File: config.mk
export PLATFORM = sky130hd
export DESIGN_NAME = chain_cfg_fwd
export DESIGN_NICKNAME = d
export VERILOG_FILES = /design/src/rtl/cfgfwd_pkg.sv /design/src/rtl/cfgfwd_sieve.sv /design/src/rtl/cfgfwd_pack.sv /design/src/rtl/chain_cfg_fwd.sv
export SDC_FILE = /design/constraint.sdc
export NUM_CORES = 1
export LEC_CHECK = 0
export BUFFER_PORTS_ARGS = -buffer_cell sky130_fd_sc_hd__buf_4
export CORE_ASPECT_RATIO = 1.1
export CORE_MARGIN = 2
export CORE_UTILIZATION = 60
export DETAILED_ROUTE_END_ITERATION = 6
export PLACE_DENSITY = 0.8
export SLEW_MARGIN = 10
export SYNTH_ARGS = -nofsm -noshare
export SYNTH_HDL_FRONTEND = slang
export SYNTH_HIERARCHICAL = 1
export SYNTH_SLANG_ARGS = --single-unit
File: constraint.sdc
create_clock -name clk -period 3.8 [get_ports clk]
set_input_delay 0.38 -clock clk [delete_from_list [all_inputs] [get_ports clk]]
set_output_delay 0.38 -clock clk [all_outputs]
set_load 0.005 [all_outputs]
File: src/rtl/cfgfwd_pkg.sv
package cfgfwd_pkg;

    typedef enum logic [2:0] {
        ST_HUNT,
        ST_LEN,
        ST_OWN,
        ST_FWD,
        ST_HALT
    } phase_e;

endpackage

File: src/rtl/cfgfwd_sieve.sv
module cfgfwd_sieve #(
    parameter int             W       = 8,
    parameter logic [W-1:0]   PATTERN = 8'hF2
) (
    input  logic clk,
    input  logic rst,
    input  logic en,
    input  logic din,
    output logic hit
);
    logic [W-1:0] win_d, win_q;
    logic [W-1:0] shifted;

    assign shifted = {win_q[W-2:0], din};
    assign hit     = en && (shifted == PATTERN);

    always_comb begin
        win_d = win_q;
        if (rst)     win_d = '0;
        else if (en) win_d = shifted;
    end

    always_ff @(posedge clk) begin
        win_q <= win_d;
    end
endmodule

File: src/rtl/cfgfwd_pack.sv
module cfgfwd_pack #(
    parameter int FRAME_W    = 64,
    parameter int NUM_FRAMES = 4,
    parameter int AW         = 2
) (
    input  logic               clk,
    input  logic               rst,
    input  logic               en,
    input  logic               din,
    output logic               last,
    output logic               we,
    output logic [AW-1:0]      addr,
    output logic [FRAME_W-1:0] data
);
    localparam int BW = (FRAME_W > 1) ? $clog2(FRAME_W) : 1;

    typedef struct packed {
        logic [FRAME_W-1:0] sh;
        logic [BW-1:0]      bitc;
        logic [AW-1:0]      frm;
        logic               we;
        logic [AW-1:0]      addr;
        logic [FRAME_W-1:0] data;
    } pack_t;

    pack_t p_d, p_q;
    logic  word_end;

    assign word_end = en && (p_q.bitc == BW'(FRAME_W - 1));
    assign last     = word_end && (p_q.frm == AW'(NUM_FRAMES - 1));

    always_comb begin
        p_d    = p_q;
        p_d.we = 1'b0;
        if (en) begin
            p_d.sh = {p_q.sh[FRAME_W-2:0], din};
            if (word_end) begin
                p_d.we   = 1'b1;
                p_d.data = {p_q.sh[FRAME_W-2:0], din};
                p_d.addr = p_q.frm;
                p_d.frm  = p_q.frm + 1'b1;
                p_d.bitc = '0;
            end else begin
                p_d.bitc = p_q.bitc + 1'b1;
            end
        end
        if (rst) begin
            p_d = '0;
        end
    end

    always_ff @(posedge clk) begin
        p_q <= p_d;
    end

    assign we   = p_q.we;
    assign addr = p_q.addr;
    assign data = p_q.data;
endmodule

File: src/rtl/chain_cfg_fwd.sv
module chain_cfg_fwd
    import cfgfwd_pkg::*;
#(
    parameter int               PRE_W      = 8,
    parameter logic [PRE_W-1:0] PREAMBLE   = 8'hF2,
    parameter int               LEN_W      = 24,
    parameter int               FRAME_W    = 64,
    parameter int               NUM_FRAMES = 4,
    localparam int              AW         = (NUM_FRAMES > 1) ? $clog2(NUM_FRAMES) : 1
) (
    input  logic               clk,
    input  logic               rst,
    input  logic               din,
    output logic               dout,
    output logic               frm_we,
    output logic [AW-1:0]      frm_addr,
    output logic [FRAME_W-1:0] frm_data,
    output logic               done,
    output logic               err
);
    localparam int               LC_W    = $clog2(LEN_W);
    localparam logic [LEN_W-1:0] MIN_LEN = LEN_W'(PRE_W + LEN_W + NUM_FRAMES * FRAME_W);

    typedef struct packed {
        phase_e             st;
        logic [LEN_W-1:0]   cnt;
        logic [LEN_W-1:0]   len;
        logic [LC_W-1:0]    lcnt;
        logic               dout;
        logic               done;
        logic               err;
    } ctl_t;

    ctl_t             c_d, c_q;
    logic             pre_hit;
    logic             own_last;
    logic [LEN_W-1:0] cnt_inc;
    logic [LEN_W-1:0] len_shift;

    cfgfwd_sieve #(
        .W       (PRE_W),
        .PATTERN (PREAMBLE)
    ) u_sieve (
        .clk (clk),
        .rst (rst),
        .en  (c_q.st == ST_HUNT),
        .din (din),
        .hit (pre_hit)
    );

    cfgfwd_pack #(
        .FRAME_W    (FRAME_W),
        .NUM_FRAMES (NUM_FRAMES),
        .AW         (AW)
    ) u_pack (
        .clk  (clk),
        .rst  (rst),
        .en   (c_q.st == ST_OWN),
        .din  (din),
        .last (own_last),
        .we   (frm_we),
        .addr (frm_addr),
        .data (frm_data)
    );

    assign cnt_inc   = c_q.cnt + 1'b1;
    assign len_shift = {c_q.len[LEN_W-2:0], din};

    always_comb begin
        c_d      = c_q;
        c_d.dout = 1'b1;
        unique case (c_q.st)
            ST_HUNT: begin
                c_d.dout = din;
                if (pre_hit) begin
                    c_d.st   = ST_LEN;
                    c_d.cnt  = LEN_W'(PRE_W);
                    c_d.lcnt = '0;
                end
            end
            ST_LEN: begin
                c_d.dout = din;
                c_d.cnt  = cnt_inc;
                c_d.len  = len_shift;
                c_d.lcnt = c_q.lcnt + 1'b1;
                if (c_q.lcnt == LC_W'(LEN_W - 1)) begin
                    if (len_shift < MIN_LEN) begin
                        c_d.err = 1'b1;
                        c_d.st  = ST_HALT;
                    end else begin
                        c_d.st  = ST_OWN;
                    end
                end
            end
            ST_OWN: begin
                c_d.cnt = cnt_inc;
                if (own_last) begin
                    if (cnt_inc == c_q.len) begin
                        c_d.done = 1'b1;
                        c_d.st   = ST_HALT;
                    end else begin
                        c_d.st   = ST_FWD;
                    end
                end
            end
            ST_FWD: begin
                c_d.dout = din;
                c_d.cnt  = cnt_inc;
                if (cnt_inc == c_q.len) begin
                    c_d.done = 1'b1;
                    c_d.st   = ST_HALT;
                end
            end
            ST_HALT: begin
                c_d.dout = 1'b1;
            end
            default: begin
                c_d.st = ST_HUNT;
            end
        endcase
        if (rst) begin
            c_d.st   = ST_HUNT;
            c_d.cnt  = '0;
            c_d.len  = '0;
            c_d.lcnt = '0;
            c_d.dout = 1'b1;
            c_d.done = 1'b0;
            c_d.err  = 1'b0;
        end
    end

    always_ff @(posedge clk) begin
        c_q <= c_d;
    end

    assign dout = c_q.dout;
    assign done = c_q.done;
    assign err  = c_q.err;
endmodule

==> key figures, run 1 <==
Outcome
  – Run status: finished, final reports clean

Timing
  – Final hold violation count: 0
  – Shortest clock period the worst path allows after layout: 2.674 ns
  – Sum of negative setup slack: 0 ns
  – Setup Skew: 0.008740 ns
  – Worst slew pin tran: between 1 and 1.5 ns
  – Slew Limit Fails: 0
  – Share of the clock period used by the worst path: 0.7037
  – Maximum clock frequency: around 0.37 GHz
  – Worst relative slew slack: 0.2085
  – Setup violations, final: 0
  – Unrepaired setup endpoints after global routing: false

Synth
  – Per-instance average area after synthesis: between 9 and 10 um2
  – EDFF count, synth: 0
  – Flop and latch count out of synthesis: 204
  – Post-synthesis instance total: between 1,000 and 1,500
  – Ys async rst share: 0
  – Count of distinct cell types in the synthesized netlist: 56
  – Proportion of netlist area held by the largest area contributor: 0.4242
  – Number of synthesis warnings: 6
  – Synthesized netlist net count: 1,067
  – Top area cells in the synthesized netlist: sky130_fd_sc_hd__dfxtp_1 (42%), sky130_fd_sc_hd__mux2i_1 (14%), sky130_fd_sc_hd__nand2b_1 (8.9%)
  – Netlist Area Pre-Place: approximately 9600 um2
  – Dominant synthesized flop cell: sky130_fd_sc_hd__dfxtp_1
  – Largest area contributor in the synthesized netlist: sky130_fd_sc_hd__dfxtp_1
  – Sequential area share after synthesis: 0.4242

Global route
  – Total Routing Usage GR: 0.1967
  – Vias in the first global route: just over 6,000
  – Total congestion overflow: 0
  – Antenna violations before repair: 0
  – Largest net degree at the start of global routing: ~110
  – Global-route wire length before repair: about 29,000 um

Finish
  – Area growth from synthesis to final layout: 7.031%
  – Area of all placed cells without fillers: about 10,000 um2
  – Final core occ: 0.6574
  – Diode insertion count for antenna repair: 0
  – Filler instances: between 1,000 and 1,500
  – Share of post-route cells with drive strength above 1: 0.1314
  – Total Nets Final: 1,030
  – Non-filler instance count after layout: 1,235

Place
  – Count of input and output buffers: slightly above 70
  – Detailed-placement wirelength estimate: about 11,000 um
  – Placer Congestion: 0.8302
  – Standard cell area after detailed placement: slightly below 10,000 um2
  – Cells after DPL: ~1,200

Min path
  – Sink of the worst hold path: c_q[8]$_SDFFE_PP0P_
  – Number of cells on the worst hold path: 3
  – Hold WC Path Type: in2reg
  – Hold path startpoint: din

Floorplan
  – Die ar.: ~17,000 um2
  – Die width: 124.8 um
  – I/O pin count: 73
  – Row count: 48
  – Core ar.: 15,680 um2
  – DIE HEIGHT: 136.9 um
  – Starting utilization of the core area: 0.6142

Routing
  – Number of vias per cell: between 5 and 6
  – Number of DRC violations after detailed routing: 0
  – ANT nets after route: 0
  – Final WL: 17,310 um
  – Final routed wire length divided by cell count: about 14 um
  – Initial drt markers: 478
  – First drt pass iteration count: 5
  – Number of vias in the routed layout: 6,695

Clock tree
  – Setup fix buffers added after clock tree synthesis: 0
  – Insertion delay of the later-clocked pin in the worst-skew pair: roughly 0.50 ns
  – Number of H-tree levels: 1
  – Inserted Clock Buffers: 21
  – Clock Tree Buf Depth: 3
  – Root buffer selected by CTS: sky130_fd_sc_hd__clkbuf_16
  – CTS clock-pin slew for the worst setup and hold paths: 0.06 ns
  – Count of instances resized after the clock tree is built: 0
  – Clock tree from TritonCTS: built
  – Hold buffer count at CTS: 0
  – CTS sink cnt: a little over 200

Worst setup path
  – Worst path slowest cell: sky130_fd_sc_hd__buf_4
  – Category of the critical setup timing path: reg2reg
  – Critical path, cell by cell: inv_1 -> nor3_2 -> buf_4 -> nand4_1 -> or3_1 -> a31oi_1
  – Worst EP required: around 4.2 ns
  – Capture point of the worst reg-to-reg path: u_pack/p_q[74]$_SDFFE_PP0P_
  – R2r worst-path depth: 6
  – R2R Path Start: c_q[57]$_SDFFE_PP0P_
  – Sort of element at the start of the critical path: flip-flop
  – Critical path peak fanout: around 70
  – Worst R2R Setup Slack: about 1.1 ns
  – Crit-path max cell delay: approximately 0.85 ns
  – Worst setup EP type: flip-flop
  – Data arrival, critical path: roughly 3.1 ns

Pwr
  – Leakage dissipation: about 3.6 nW
  – Peak supply drop: between 0.0004 and 0.0005 V
  – Design Power: 4.206 mW
  – Power per cell area: 408.1 nW/um2

Job
  – Max capacitance violation total: 0
==> worst max-delay path: cells and delay by family, from the launching register on <==
kind                   cells  cell delay, ns
buffers and inverters      2            0.96
AND/OR/NAND/NOR            3            0.91
flip-flops                 1            0.53
AO/OA/AOI/OAI              1            0.15
==> cell families (layout without fill, tap and decap cells) <==
family	count (synthesis)	after routing	synth area share
flip-flops	204	204	0.4242
buffers and inverters	145	120	0.09188
multiplexers	140	140	0.1457
AND/OR/NAND/NOR	418	418	0.2285
adder cells (fa/ha/maj)	4	4	0.005198
AO/OA/AOI/OAI	111	111	0.07005
XOR/XNOR	38	38	0.03457
==> area by class of cell <==
cell class                 instances  area [um2]  area share
inverter                           7       26.28    0.002550
clock buffer                      26       584.3     0.05670
tap                              200       250.2     0.02428
multi-input combinational        711        4664      0.4526
clock inverter                     9       81.33    0.007892
sequential                       204        4084      0.3963
timing repair buffer              78       614.3     0.05962
==> worst max-delay path by stage <==
stage,start,cells after the start,slack [ns],end
2_1_floorplan,c_q[57]$_SDFFE_PP0P_,16,1.07,c_q[57]$_SDFFE_PP0P_
3_3_place_gp,c_q[57]$_SDFFE_PP0P_,6,1.20,u_pack/p_q[74]$_SDFFE_PP0P_
3_5_place_dp,c_q[57]$_SDFFE_PP0P_,6,1.12,u_pack/p_q[74]$_SDFFE_PP0P_
4_1_cts,c_q[57]$_SDFFE_PP0P_,6,1.11,u_pack/p_q[74]$_SDFFE_PP0P_
5_1_grt,c_q[32]$_SDFFE_PP0P_,8,0.83,c_q[58]$_SDFFE_PP0P_
6_report,c_q[57]$_SDFFE_PP0P_,6,1.13,u_pack/p_q[74]$_SDFFE_PP0P_
==> metal layers <==
| metal | wire (um) | global-route usage |
|---|---|---|
| met1 | 7755 | 0.2480 |
| met4 | 368 | 0.06804 |
| met3 | 808 | 0.03323 |
| met2 | 8381 | 0.3440 |
| met5 | 0 | 0 |
==> cells in the mapped netlist (2+ instances only) <==
cell type and count:
sky130_fd_sc_hd__dfxtp_1 204, sky130_fd_sc_hd__mux2i_1 139, sky130_fd_sc_hd__nand2b_1 137, sky130_fd_sc_hd__nor2_1 115, sky130_fd_sc_hd__buf_4 76, sky130_fd_sc_hd__nand2_1 76, sky130_fd_sc_hd__a21oi_1 51, sky130_fd_sc_hd__clkbuf_1 38
sky130_fd_sc_hd__xnor2_1 24, sky130_fd_sc_hd__o21ai_0 23, sky130_fd_sc_hd__buf_2 20, sky130_fd_sc_hd__nor3_1 14, sky130_fd_sc_hd__xor2_1 14, sky130_fd_sc_hd__nand4_1 12, sky130_fd_sc_hd__nor4_1 10, sky130_fd_sc_hd__or3_1 8
sky130_fd_sc_hd__inv_1 7, sky130_fd_sc_hd__nand3_1 7, sky130_fd_sc_hd__a311oi_1 6, sky130_fd_sc_hd__a31oi_1 6, sky130_fd_sc_hd__o21a_1 5, sky130_fd_sc_hd__a22oi_1 4, sky130_fd_sc_hd__and3_1 4, sky130_fd_sc_hd__buf_6 4
sky130_fd_sc_hd__ha_1 4, sky130_fd_sc_hd__a211oi_1 3, sky130_fd_sc_hd__and2_1 3, sky130_fd_sc_hd__and4_4 3, sky130_fd_sc_hd__nand3b_1 3, sky130_fd_sc_hd__nand4b_1 3, sky130_fd_sc_hd__nor2b_1 3, sky130_fd_sc_hd__nor3_2 3
sky130_fd_sc_hd__or2_2 3, sky130_fd_sc_hd__and4_1 2, sky130_fd_sc_hd__nand3_2 2, sky130_fd_sc_hd__nor4_2 2, sky130_fd_sc_hd__o211a_1 2, sky130_fd_sc_hd__o22ai_1 2
==> power breakdown <==
group,switching [mW],total (mW),internal (mW)
Sequential,0.00269,2.14,2.14
Combinational,0.0398,0.0699,0.0301
Clock,0.834,1.99,1.16
==> flip-flops by register name, indices dropped and copies added, names as in the netlist <==
signal,cells
c_q,56
u_pack/data,64
done,1
u_sieve/win_q,7
dout,1
u_pack/p_q,71
err,1
u_pack/we,1
u_pack/addr,2
==> per-stage QoR <==
stage | hold slack [ns] | worst slack (ns)
after CTS | 0.1662 | 1.105
after floorplan | 0.4474 | 1.073
after global placement | 0.4593 | 1.201
after detailed placement | 0.4616 | 1.117
final | 0.1747 | 1.126
after global routing | 0.1764 | 0.8307
==> layout by cell type, fill, tap and decap left out, types with 3 or more instances in the layout <==
cell	count
sky130_fd_sc_hd__and4_4	3
sky130_fd_sc_hd__a311oi_1	6
sky130_fd_sc_hd__dfxtp_1	204
sky130_fd_sc_hd__nor4_1	10
sky130_fd_sc_hd__a211oi_1	3
sky130_fd_sc_hd__nand3b_1	3
sky130_fd_sc_hd__a31oi_1	6
sky130_fd_sc_hd__nand4b_1	3
sky130_fd_sc_hd__nand2b_1	137
sky130_fd_sc_hd__xor2_1	14
sky130_fd_sc_hd__a21oi_1	51
sky130_fd_sc_hd__or3_1	8
sky130_fd_sc_hd__a22oi_1	4
sky130_fd_sc_hd__clkbuf_16	21
sky130_fd_sc_hd__inv_1	7
sky130_fd_sc_hd__xnor2_1	24
sky130_fd_sc_hd__nor2_1	115
sky130_fd_sc_hd__clkbuf_8	4
sky130_fd_sc_hd__and3_1	4
sky130_fd_sc_hd__ha_1	4
sky130_fd_sc_hd__mux2i_1	139
sky130_fd_sc_hd__and2_1	3
sky130_fd_sc_hd__o21ai_0	23
sky130_fd_sc_hd__clkinv_2	5
sky130_fd_sc_hd__nor3_1	13
sky130_fd_sc_hd__nor2b_1	3
sky130_fd_sc_hd__nor3_2	4
sky130_fd_sc_hd__nand4_1	12
sky130_fd_sc_hd__o21a_1	5
sky130_fd_sc_hd__nand3_1	7
sky130_fd_sc_hd__or2_2	3
sky130_fd_sc_hd__nand2_1	76
sky130_fd_sc_hd__buf_4	75
Power figures use the tool's default switching activity.
==> run 2: changes to the inputs <==
Settings changed: CORE_UTILIZATION 60 to 54, PLACE_DENSITY 0.8 to 0.76.
Clock period 3.8 ns to 2.4 ns, I/O delays scaled along.
==> key figures, run 2 (synthesis gave the netlist of run 1 again) <==
Worst setup path
  – R2r worst-path depth: 8
  – Crit path from: c_q[38]$_SDFFE_PP0P_
  – Crit-path max cell delay: approximately 0.40 ns
  – Worst path slowest cell: sky130_fd_sc_hd__dfxtp_4
  – Worst EP required: roughly 2.8 ns
  – Kind of cell adding the most delay to the critical path: simple AND/OR/NAND/NOR gates
  – Worst setup EP type: flip-flop
  – Number of buffers and inverters on the critical path: 1
  – R2R Path Start: c_q[38]$_SDFFE_PP0P_
  – Critical path peak fanout: 7
  – Critical path, cell by cell: nand4_1 -> nor3_4 -> nand4_1 -> xnor2_1 -> nor4_2 -> nand4_1 -> buf_4 -> o21a_1
  – Data arrival, critical path: around 2.8 ns
  – Sort of element at the start of the critical path: flip-flop
  – Cell repeated most along the worst path: sky130_fd_sc_hd__nand4_1
  – Capture point of the worst reg-to-reg path: c_q[57]$_SDFFE_PP0P_
  – Worst R2R Setup Slack: -0.008 ns
  – Category of the critical setup timing path: reg2reg

Routing
  – Final routed wire length divided by cell count: ~14 um
  – Number of DRC violations after detailed routing: 0
  – ANT nets after route: 0
  – Final WL: approximately 18,000 um
  – First drt pass iteration count: 5
  – Number of vias per cell: 5.268
  – Initial drt markers: 423
  – Number of vias in the routed layout: approximately 6,900

Global route
  – Largest net degree at the start of global routing: approximately 130
  – Antenna violations before repair: 0
  – Global-route wire length before repair: approximately 30,000 um
  – Total Routing Usage GR: 0.1852
  – Total congestion overflow: 0
  – Vias in the first global route: approximately 6,500

Finish
  – Total area of multi-input combinational cells: 4785 um2
  – Register ranked first by flip-flop count: u_pack/p_q
  – Area used by sequential logic in the layout: between 4000 and 5000 um2
  – Filler instances: about 1,500
  – Most frequent standard cell in the layout excluding fill and tap cells: sky130_fd_sc_hd__dfxtp_1
  – Total Nets Final: about 1,100
  – Share of post-route cells with drive strength above 1: 0.1794
  – Area growth from synthesis to final layout: 12.49%
  – Non-filler instance count after layout: about 1,300
  – Number of flip-flops under the largest register name: between 70 and 80
  – Diode insertion count for antenna repair: 0
  – Most frequent cells in the layout: sky130_fd_sc_hd__dfxtp_1 (194), sky130_fd_sc_hd__mux2i_1 (139), sky130_fd_sc_hd__nand2b_1 (137)

Timing
  – Worst-case hold slack: about 0.048 ns
  – Setup violations, final: 2
  – Shortest clock period the worst path allows after layout: 2.408 ns
  – Share of the clock period used by the worst path: 1.003
  – Worst relative slew slack: 0.4911
  – Setup Skew: 0.01975 ns
  – Slew Limit Fails: 0
  – Final hold violation count: 0
  – Maximum clock frequency: 0.4152 GHz
  – Final worst setup slack: -0.008232 ns
  – Worst slew pin tran: 0.7633 ns

Floorplan
  – Row count: just over 50
  – DIE HEIGHT: ~140 um
  – Core ar.: 17,610 um2
  – Die width: between 100 and 150 um
  – I/O pin count: 73
  – Die ar.: between 15,000 and 20,000 um2
  – Starting utilization of the core area: 0.5467

Place
  – Count of input and output buffers: just over 70
  – Placer Congestion: slightly below 0.9
  – Worst setup timing slack at the placement stage: between 0.02 and 0.025 ns
  – Cells after DPL: 1,271
  – Detailed-placement wirelength estimate: about 12,000 um

Clock tree
  – Root buffer selected by CTS: sky130_fd_sc_hd__clkbuf_16
  – Number of H-tree levels: 1
  – CTS sink cnt: just over 200
  – CTS clock-pin slew for the worst setup and hold paths: about 0.060 ns
  – Clock Tree Buf Depth: 3
  – Clock tree from TritonCTS: built
  – Insertion delay of the later-clocked pin in the worst-skew pair: about 0.51 ns
  – Inserted Clock Buffers: 22

Pwr
  – Power per cell area: ~630 nW/um2
  – Leakage dissipation: around 3.9 nW
  – Peak supply drop: 0.0004120 V

Min path
  – Number of cells on the worst hold path: 3
  – Hold path startpoint: din
  – Sink of the worst hold path: c_q[8]$_SDFFE_PP0P_
  – Hold WC Path Type: in2reg

Outcome
  – Violated checks: setup timing
  – Run status: finished with violations

Job
  – Max capacitance violation total: 0
run 2: cell count changes in the layout (fill, tap and decap cells not counted), sizes merged:
cell and change:
clkinv -4, clkbuf +8, buf +37
run 2: worst max-delay path by stage:
stage                                      end  slack, ns  depth (start not counted)
after floorplan           c_q[57]$_SDFFE_PP0P_       -0.1                         15
after global placement    c_q[58]$_SDFFE_PP0P_       0.16                          8
after detailed placement  c_q[58]$_SDFFE_PP0P_       0.02                          8
after CTS                 c_q[58]$_SDFFE_PP0P_       0.04                          8
after global routing      c_q[58]$_SDFFE_PP0P_      -0.13                          7
final                     c_q[57]$_SDFFE_PP0P_     -0.008                          8
run 2: cell type report:
| type | instances | area share |
|---|---|---|
| multi-input combinational | 711 | 0.4418 |
| sequential | 204 | 0.3785 |
| timing repair buffer | 115 | 0.08237 |
| clock buffer | 34 | 0.06054 |
| tap | 238 | 0.02750 |
| clock inverter | 5 | 0.006932 |
| inverter | 7 | 0.002426 |
run 2: worst reg2reg max path: stages, from the launching register on:
cell                      delay (ns)
sky130_fd_sc_hd__dfxtp_4        0.40
sky130_fd_sc_hd__nand4_1        0.23
sky130_fd_sc_hd__nor3_4         0.32
sky130_fd_sc_hd__nand4_1        0.20
sky130_fd_sc_hd__xnor2_1        0.19
sky130_fd_sc_hd__nor4_2         0.32
sky130_fd_sc_hd__nand4_1        0.28
sky130_fd_sc_hd__buf_4          0.23
sky130_fd_sc_hd__o21a_1         0.15
run 2: per-layer routing:
| layer | track usage | share of wire |
|---|---|---|
| met3 | 0.03120 | 0.046 |
| met2 | 0.3235 | 0.48 |
| met4 | 0.05778 | 0.020 |
| met1 | 0.2364 | 0.45 |
| met5 | 0 | 0 |
run 2: metrics by stage:
| stage | setup TNS (ns) | power [mW] | util | area [um2] |
|---|---|---|---|---|
| after CTS | 0 | 6.930 | 0.6063 | 10680 |
| after floorplan | -0.09535 | 3.559 | - | 9668 |
| after global routing | -0.2693 | 7.074 | 0.6149 | 10830 |
| after global placement | 0 | 3.582 | 0.5648 | 9947 |
| final | -0.01414 | 6.852 | 0.6149 | 10830 |
| after detailed placement | 0 | 3.583 | 0.5648 | 9947 |
run 2: repair_timing:
| action | CTS | global route |
|---|---|---|
| hold buffers | 0 | 0 |
| hold endpoints to repair | 0 | 0 |
| setup endpoints to repair | 0 | 5 |
| buffers inserted | 0 | 4 |
| resized for setup | 0 | 27 |
run 2: where the power goes:
group / switching [mW] / internal (mW) / leakage [nW]
registers: 0.00417 / 3.39 / 1.65
clock network: 1.34 / 2.00 / 0.357
logic: 0.0648 / 0.0476 / 1.87
total: 1.41 / 5.44 / 3.87
==> run 3: changes to the inputs <==
Settings changed: CORE_MARGIN 2 to 4, SKIP_LAST_GASP set to 1, SLEW_MARGIN 10 to unset.
==> key figures, run 3 (synthesis gave the netlist of run 1 again) <==
Routing
  – Initial drt markers: 405
  – First drt pass iteration count: 5
  – ANT nets after route: 0
  – Number of vias in the routed layout: a little under 7,000
  – Final WL: 18,290 um
  – Final routed wire length divided by cell count: about 14 um
  – Number of DRC violations after detailed routing: 0
  – Number of vias per cell: ~5.3

Pwr
  – Combinational Power Share: 0.016
  – Fraction of power consumed by the clock network: 0.497
  – Part of the total power dissipated in sequential elements: 0.487
  – Power per cell area: between 600 and 700 nW/um2
  – Switching part of the total: 0.1964
  – Net switching power: about 1.4 mW
  – Internal Pwr Total: between 5 and 6 mW
  – Leakage dissipation: between 3 and 4 nW
  – Peak supply drop: 0.0004931 V

Timing
  – Worst relative slew slack: 0.6046
  – Unrepaired setup endpoints after global routing: true
  – Shortest clock period the worst path allows after layout: about 2.3 ns
  – Share of the clock period used by the worst path: 0.9687
  – Final worst setup slack: roughly 0.075 ns
  – Slew Limit Fails: 0
  – Worst slew pin tran: 0.5931 ns
  – Setup Skew: 0.007583 ns
  – Final hold violation count: 0
  – Setup violations, final: 0
  – Maximum clock frequency: ~0.43 GHz

Floorplan
  – Die width: between 100 and 150 um
  – Core ar.: ~17,000 um2
  – I/O pin count: between 70 and 80
  – Row count: 50
  – Die ar.: 20,030 um2
  – DIE HEIGHT: between 100 and 150 um
  – Starting utilization of the core area: 0.5576

Place
  – Standard cell area after detailed placement: ~9900 um2
  – Placer Congestion: 0.9120
  – Worst setup timing slack at the placement stage: -0.03528 ns
  – Detailed-placement wirelength estimate: about 12,000 um
  – Count of input and output buffers: 72

Global route
  – Total congestion overflow: 0
  – Vias in the first global route: about 6,500
  – Total Routing Usage GR: 0.1754
  – Global-route wire length before repair: just over 30,000 um
  – Antenna violations before repair: 0
  – Largest net degree at the start of global routing: slightly above 80

Finish
  – Total Nets Final: around 1,100
  – Final core occ: 0.6231
  – Number of flip-flops under the largest register name: 71
  – Most frequent standard cell in the layout excluding fill and tap cells: sky130_fd_sc_hd__dfxtp_1
  – Register ranked first by flip-flop count: u_pack/p_q
  – Most frequent cells in the layout: sky130_fd_sc_hd__dfxtp_1 (196), sky130_fd_sc_hd__mux2i_1 (139), sky130_fd_sc_hd__nand2b_1 (137)
  – Diode insertion count for antenna repair: 0
  – Area of all placed cells without fillers: ~11,000 um2
  – Area growth from synthesis to final layout: 11.75%
  – Share of post-route cells with drive strength above 1: 0.1740

Clock tree
  – Insertion delay of the later-clocked pin in the worst-skew pair: 0.48 ns
  – Clock Tree Buf Depth: 3
  – Root buffer selected by CTS: sky130_fd_sc_hd__clkbuf_16
  – CTS sink cnt: approximately 200
  – Hold buffer count at CTS: 0
  – Inserted Clock Buffers: 21
  – CTS clock-pin slew for the worst setup and hold paths: approximately 0.060 ns
  – Clock tree from TritonCTS: built
  – Number of H-tree levels: 1

Job
  – Max capacitance violation total: 0

Worst setup path
  – Critical path peak fanout: 6
  – Category of the critical setup timing path: reg2reg
  – Worst EP required: approximately 2.8 ns
  – Sort of element at the start of the critical path: flip-flop
  – Data arrival, critical path: approximately 2.7 ns
  – Worst setup EP type: flip-flop

Outcome
  – Run status: finished, final reports clean

Min path
  – Hold WC Path Type: in2reg
run 3: metal layers:
layer / part of all wire / track usage / vias to the layer above
met4: 0.021 / 0.04788 / 0
met5: 0 / 0 / -
met2: 0.49 / 0.3060 / 125
li1: - / - / 3502
met3: 0.036 / 0.02791 / 32
met1: 0.45 / 0.2247 / 3278
run 3: worst paths after layout:
check	from	to	slack [ns]	cells past startpoint
max	c_q[33]$_SDFFE_PP0P_	c_q[56]$_SDFFE_PP0P_	0.08	9
min	din	c_q[8]$_SDFFE_PP0P_	0.06	3
max reg2reg	c_q[33]$_SDFFE_PP0P_	c_q[56]$_SDFFE_PP0P_	0.08	9
min reg2reg	u_pack/data[42]$_SDFFE_PP0P_	u_pack/data[42]$_SDFFE_PP0P_	0.47	2
run 3: repair_timing:
| item | 4_1_cts | 5_1_grt |
|---|---|---|
| gates resized for setup | 1 | 18 |
| buffers inserted | 0 | 2 |
| hold endpoints to repair | 0 | 0 |
| endpoints found under the setup margin | 1 | 4 |
| pin swaps | 2 | 9 |
run 3: final cells by class:
type / count / area, um2
clock inverters: 9 / 153.9
repair buffers: 111 / 862.1
multi-input cells: 711 / 4740
fillers: 1487 / 6507
inverters: 7 / 26.28
clock buffers: 27 / 588.1
flip-flops and latches: 204 / 4096
well taps: 234 / 292.8
run 3: worst max-delay path: stages, from the launching register on:
cell                      delay, ns
sky130_fd_sc_hd__dfxtp_4       0.39
sky130_fd_sc_hd__ha_4          0.16
sky130_fd_sc_hd__nand3_4       0.13
sky130_fd_sc_hd__nor3_4        0.29
sky130_fd_sc_hd__and4_4        0.28
sky130_fd_sc_hd__xnor2_1       0.07
sky130_fd_sc_hd__nor4_2        0.26
sky130_fd_sc_hd__nand4_1       0.26
sky130_fd_sc_hd__buf_4         0.22
sky130_fd_sc_hd__o21a_1        0.17
run 3: metrics by stage:
step | power, mW | setup TNS (ns) | hold WS [ns] | instances
after global placement | 3.582 | 0 | 0.4613 | 1265
final | 6.963 | 0 | 0.06498 | 1303
after floorplan | 3.559 | -0.09535 | 0.3124 | 1060
after detailed placement | 3.582 | -0.03528 | 0.4638 | 1265
after CTS | 7.046 | 0 | 0.04395 | 1301
after global routing | 7.188 | -0.2117 | 0.05272 | 1303
run 3: power groups by stage:
stage | sequential (mW) | combinational (mW) | clock (mW)
2_1_floorplan | 3.47 | 0.0891 | 0
3_3_place_gp | 3.47 | 0.112 | 0
3_5_place_dp | 3.47 | 0.112 | 0
4_1_cts | 3.39 | 0.111 | 3.54
5_1_grt | 3.39 | 0.121 | 3.67
6_report | 3.39 | 0.111 | 3.46
